## src/rtl/rx_ring_engine.sv

```systemverilog
module rx_ring_engine #(
  parameter int AW   = 16,
  parameter int IDXW = 7
) (
  input  logic          clk,
  input  logic          rst_n,
  input  logic [AW-1:0] cfg_ring_base,
  input  logic [2:0]    cfg_ring_log2,
  input  logic          cfg_irq_en,
  input  logic          in_valid,
  output logic          in_ready,
  input  logic [7:0]    in_data,
  input  logic          in_last,
  input  logic          in_crc_err,
  input  logic          in_frm_err,
  output logic          mem_rd,
  output logic          mem_wr,
  output logic [AW-1:0] mem_addr,
  output logic [15:0]   mem_wdata,
  input  logic [15:0]   mem_rdata,
  output logic          irq,
  output logic          missed
);

  typedef enum logic [3:0] {
    S_IDLE, S_RD_FLG, S_CHK_OWN, S_GET_BUF, S_GET_CAP,
    S_DATA, S_FLUSH, S_WB_CNT, S_WB_STAT, S_WB_REL, S_DROP
  } st_t;

  st_t             st;
  logic [IDXW-1:0] slot;
  logic [AW-1:0]   buf_q;
  logic [15:0]     cap_q;
  logic [15:0]     nst;
  logic [7:0]      lo_q;
  logic            ovf_q, crc_q, frm_q;

  logic [IDXW-1:0] mask, slot_eff, slot_nxt;
  logic [AW-1:0]   desc;
  logic            full, take, odd_after;
  logic [15:0]     stat_word;

  assign mask      = IDXW'((32'd1 << cfg_ring_log2) - 32'd1);
  assign slot_eff  = slot & mask;
  assign slot_nxt  = (slot_eff + 1'b1) & mask;
  assign desc      = cfg_ring_base + AW'({slot_eff, 2'b00});
  assign full      = nst >= cap_q;
  assign take      = in_valid && in_ready;
  assign odd_after = full ? nst[0] : ~nst[0];
  assign stat_word = {1'b1, 12'b0, ovf_q, frm_q, crc_q};

  assign in_ready = (st == S_DATA) || (st == S_DROP);
  assign mem_rd   = (st == S_RD_FLG) || (st == S_GET_BUF) ||
                    ((st == S_CHK_OWN) && mem_rdata[15]);
  assign mem_wr   = ((st == S_DATA) && in_valid && nst[0] && !full) ||
                    (st == S_FLUSH) || (st == S_WB_CNT) ||
                    (st == S_WB_STAT) || (st == S_WB_REL);

  always_comb begin
    mem_addr  = '0;
    mem_wdata = '0;
    case (st)
      S_RD_FLG:  mem_addr = desc + AW'(1);
      S_CHK_OWN: mem_addr = desc;
      S_GET_BUF: mem_addr = desc + AW'(2);
      S_DATA: begin
        mem_addr  = buf_q + AW'(nst >> 1);
        mem_wdata = {in_data, lo_q};
      end
      S_FLUSH: begin
        mem_addr  = buf_q + AW'(nst >> 1);
        mem_wdata = {8'h00, lo_q};
      end
      S_WB_CNT: begin
        mem_addr  = desc + AW'(3);
        mem_wdata = nst;
      end
      S_WB_STAT: begin
        mem_addr  = desc + AW'(1);
        mem_wdata = stat_word;
      end
      S_WB_REL: begin
        mem_addr  = desc + AW'(1);
        mem_wdata = {1'b0, stat_word[14:0]};
      end
      default: ;
    endcase
  end

  always_ff @(posedge clk) begin
    if (!rst_n) begin
      st     <= S_IDLE;
      slot   <= '0;
      buf_q  <= '0;
      cap_q  <= '0;
      nst    <= '0;
      lo_q   <= '0;
      ovf_q  <= 1'b0;
      crc_q  <= 1'b0;
      frm_q  <= 1'b0;
      irq    <= 1'b0;
      missed <= 1'b0;
    end else begin
      irq    <= (st == S_WB_REL) && cfg_irq_en;
      missed <= (st == S_DROP) && take && in_last;
      case (st)
        S_IDLE:    if (in_valid) st <= S_RD_FLG;
        S_RD_FLG:  st <= S_CHK_OWN;
        S_CHK_OWN: st <= mem_rdata[15] ? S_GET_BUF : S_DROP;
        S_GET_BUF: begin
          buf_q <= AW'(mem_rdata);
          st    <= S_GET_CAP;
        end
        S_GET_CAP: begin
          cap_q <= mem_rdata;
          nst   <= '0;
          ovf_q <= 1'b0;
          st    <= S_DATA;
        end
        S_DATA: if (take) begin
          if (full) ovf_q <= 1'b1;
          else begin
            if (!nst[0]) lo_q <= in_data;
            nst <= nst + 16'd1;
          end
          if (in_last) begin
            crc_q <= in_crc_err;
            frm_q <= in_frm_err;
            st    <= odd_after ? S_FLUSH : S_WB_CNT;
          end
        end
        S_FLUSH:   st <= S_WB_CNT;
        S_WB_CNT:  st <= S_WB_STAT;
        S_WB_STAT: st <= S_WB_REL;
        S_WB_REL: begin
          slot <= slot_nxt;
          st   <= S_IDLE;
        end
        S_DROP:    if (take && in_last) st <= S_IDLE;
        default:   st <= S_IDLE;
      endcase
    end
  end

  AST_FETCH_NOT_READY: assert property (@(posedge clk) disable iff (!rst_n)
    mem_rd |-> !in_ready);
  AST_RD_WR_EXCLUSIVE: assert property (@(posedge clk) disable iff (!rst_n)
    !(mem_rd && mem_wr));
  AST_DROP_NO_WRITE: assert property (@(posedge clk) disable iff (!rst_n)
    (st == S_DROP) |-> !mem_wr);
  AST_MISS_PULSE: assert property (@(posedge clk) disable iff (!rst_n)
    missed |=> !missed);
  AST_BUF_BOUND: assert property (@(posedge clk) disable iff (!rst_n)
    ((st == S_DATA) && mem_wr) |-> (nst < cap_q));
  AST_RELEASE_AFTER_STATUS: assert property (@(posedge clk) disable iff (!rst_n)
    (mem_wr && !mem_wdata[15] && (mem_addr == desc + AW'(1))) |->
      $past(mem_wr && mem_wdata[15] && (mem_addr == desc + AW'(1))));
  AST_IRQ_AFTER_RELEASE: assert property (@(posedge clk) disable iff (!rst_n)
    irq |-> $past(mem_wr && !mem_wdata[15] && (mem_addr == desc + AW'(1))));
  AST_IRQ_PULSE: assert property (@(posedge clk) disable iff (!rst_n)
    irq |=> !irq);

endmodule

```

## config.mk

```make
export PLATFORM = sky130hd
export DESIGN_NAME = rx_ring_engine
export DESIGN_NICKNAME = d
export VERILOG_FILES = /design/src/rtl/rx_ring_engine.sv
export SDC_FILE = /design/constraint.sdc
export NUM_CORES = 1
export LEC_CHECK = 0
export ABC_AREA = 1
export BUFFER_PORTS_ARGS = -buffer_cell sky130_fd_sc_hd__buf_4
export CAP_MARGIN = 10
export CORE_MARGIN = 8
export CORE_UTILIZATION = 25
export CTS_CLUSTER_DIAMETER = 100
export DETAILED_ROUTE_END_ITERATION = 8
export GPL_TIMING_DRIVEN = 0
export PLACE_DENSITY = 0.53
export SLEW_MARGIN = 40
export SYNTH_ARGS = -nofsm -noshare
export SYNTH_HDL_FRONTEND = slang
export SYNTH_SLANG_ARGS = --single-unit
```

## constraint.sdc

```tcl
create_clock -name clk -period 4.9 [get_ports clk]
set_input_delay 0.735 -clock clk [delete_from_list [all_inputs] [get_ports clk]]
set_output_delay 0.735 -clock clk [all_outputs]
set_load 0.02 [all_outputs]
```

==> metrics <==
clk_lat worst skew=around 340 ps; Avg Synthesized Cell Area=approximately 6.4 um^2; GRT Resource Usage Total=~14%; I/O pins=between 80 and 90; largest family of logic cells by synthesized area=simple AND/OR/NAND/NOR gates; power per cell area=around 340 nW/um^2; Hold Path Depth=2; remaining global-route overflow=0; EDFF count, synth=0; sequential power share=between 20% and 30%; number of global-route vias before repair=5889; hold path endpoint=lo_q[4]; mapped cell area=5830 um^2; Rel. slew slack=between 50 and 60%; Pre-Repair DR Iteration Count=5; clk slew on worst S/H paths=approximately 60 ps; DIE WIDTH=between 150 and 200 um; post-synthesis sequential area ratio=around 25%; multiplexer area fraction after synthesis=0%; ys flop type=dfxtp_1; # H-tree levels=3; Critical Path Start Type=input port; Max Clock Skew=6.89 ps; WP buf/inv=8; Initial Utilization=between 20% and 30%; worst setup path category=input port to primary output; switching share of power=41.4%; Top delay family on crit path=simple AND/OR/NAND/NOR gates; FF-to-FF setup slack=1980 ps; endpoints failing setup=0; FFs w/ async S/R, synth=0%; final WL=just under 20000 um; WP data required=4160 ps; wire length per cell=~15 um; Pins Over Slew Limit=0; DPL Wire Length=16000 um; fin worst setup slack=about 280 ps; HP Start=lo_q[4]; final antenna-violating net count=0; CORE AREA=roughly 23000 um^2; maximum capacitance violations=0; antenna violations before repair=1; worst-margin pin slew=~740 ps; Vias=between 6k and 7k; maximum clock frequency=~220 MHz; worst vdd ir=around 0.00017 V; crit path launch=cfg_ring_log2[1]; routability-driven placement congestion ratio=0.863; full die area=between 20000 and 30000 um^2; Setup TNS Final=0 ps; Num CTS Buffers=9; Crit Reg-Reg Endpoint=nst[13]; 1st-iter DRT viols=~340; Synth Area in Simple Gates=between 30 and 40%; Psw=slightly above 1 mW; Crit Path Max Fanout=6; nets@finish=about 1.1k; Syn Inst Count=roughly 910; Synth Register Bits=between 70 and 80; Reg2Reg Launch Point=nst[11]; Cell variety after synth=between 50 and 60; Final min period=between 4000 and 5000 ps; die height=169 um; Sink Count=slightly above 70; first-pass GRT wire length=31200 um; fraction of layout instances using a drive strength above 1=17.1%; drt via density=4.67; worst hold path class=flop to flop; I/O Buffers=85; leak pwr=3.19 nW; Synth-to-Final Area Change=24.4%; status=completed; Pint=around 1.4 mW; final worst-path cycle share=94.4%; synthesized-area fraction occupied by adder cells=9.61%; Ys Warns=0; Clk network pwr share=about 28%; Ant. Diodes=0; dpl ws=-142 ps; syn nets=1001; Final Hold Viols=0; slowest CP cell=fa_1; WP data arrival=3890 ps; largest net degree at the start of global routing=14; Compound-Gate Fraction of Synth Area=20.9%; Comb power frac=between 40 and 50%; Reg2Reg Depth=12; final core occ=31.3%; CP peak stage delay=around 400 ps; maximum root-to-sink buffer count=2; RSZ-0062 raised after global routing=yes; CTS tree=yes; Site Rows=56; Min Hold Slack=around 450 ps; post-synthesis xor/xnor area fraction=approximately 1.1%; CP Capture Type=primary output; CTS root buf=clkbuf_16; Remaining DRCs=0
==> power by group through the flow <==
stage	clock (mW)	sequential (mW)	combinational (mW)
after global routing	0.726	0.691	1.20
after CTS	0.698	0.683	1.08
after floorplan	0	0.685	0.676
final	0.682	0.683	1.08
after detailed placement	0	0.695	1.07
after global placement	0	0.695	1.07
==> worst min-delay path, stage by stage (launching register included) <==
cell	delay, ps
dfxtp_1	300
inv_1	60
a21oi_1	50
==> cell usage after synthesis (all sizes together) (2+ instances only) <==
| master | n | share of area [%] |
|---|---|---|
| nand2 | 193 | 14 |
| inv | 142 | 9.2 |
| nor2 | 121 | 8.4 |
| a21oi | 77 | 6.6 |
| o21ai | 75 | 6.4 |
| dfxtp | 72 | 25 |
| nand3 | 54 | 5.1 |
| ha | 40 | 8.6 |
| nor3 | 17 | 1.8 |
| clkbuf | 15 | 0.96 |
| nand4 | 14 | 1.9 |
| o211ai | 9 | 1.2 |
| o22ai | 7 | 0.75 |
| xor2 | 7 | 1.1 |
| a31oi | 6 | 0.64 |
| o2111ai | 6 | 0.90 |
| a221oi | 5 | 0.75 |
| nor3b | 5 | 0.64 |
| o21bai | 5 | 0.64 |
| o221ai | 5 | 0.75 |
| or2 | 5 | 0.54 |
| a22oi | 4 | 0.51 |
| buf | 4 | 0.45 |
| a22o | 3 | 0.45 |
| fa | 3 | 1.0 |
| a211oi | 2 | 0.26 |
| nand3b | 2 | 0.26 |
==> cell type report <==
type                            count  area, um^2
Fill cell                        2564       15900
Multi-Input combinational cell    674        3840
Sequential cell                    72        1440
Timing Repair Buffer               86         646
Inverter                          143         539
Tap cell                          319         399
Clock buffer                       10         239
Buffer                             19        82.6
Clock inverter                      6        67.6
==> per-layer routing <==
layer | GRT usage [%] | up-vias | share of wire (%) | routed length, um
met5 | 0 | - | 0 | 0
met4 | 4.35 | 0 | 1.5 | 299
met3 | 2.54 | 19 | 5.0 | 974
met2 | 20.7 | 158 | 43 | 8340
met1 | 19.4 | 2790 | 51 | 9830
li1 | - | 3233 | - | -
==> sequential cells by signal, summed over array words and instances (netlist names), 4 cells and up <==
register	cells
buf_q	16
cap_q	16
lo_q	8
nst	16
slot	7
st	4
==> logic make-up after synthesis <==
group | after synthesis
and+or+nand+nor | 413
AOI/OAI and AO/OA | 211
buffers and inverters | 162
DFF | 72
adders and majority gates | 43
xor gates and xnor gates | 7
==> cell usage in the layout, fill, tap and decap left out, types with 12 or more instances in the layout <==
master	n
buf_4	86
o21ai_0	69
nand3_1	50
a21oi_1	77
nand4_1	12
nor2_1	108
clkbuf_1	15
ha_1	39
nand2_2	18
nand2_1	166
nor3_1	13
inv_1	133
dfxtp_1	72
==> repair_timing <==
| action | CTS | global route |
|---|---|---|
| pin swaps | 0 | 3 |
| hold buffers | 0 | 0 |
| endpoints found under the setup margin | 8 | 9 |
| resized for setup | 2 | 15 |
| buffers inserted | 0 | 1 |
==> worst max path at each step <==
stage | to | slack (ps) | depth (start not counted)
after detailed placement | mem_addr[7] | -140 | 22
after floorplan | mem_addr[7] | 440 | 20
after global placement | mem_addr[7] | -140 | 22
final | mem_addr[13] | 280 | 27
after global routing | mem_addr[13] | -50 | 27
after CTS | mem_addr[11] | 9 | 23
==> through the flow <==
stage	cells	power (mW)	instance area, um^2
5_1_grt	1329	2.61	7260
3_5_place_dp	1312	1.77	6870
2_1_floorplan	908	1.36	5830
4_1_cts	1328	2.46	7180
3_3_place_gp	1312	1.77	6870
6_report	1329	2.45	7260
(Power assumes the default switching activity.)
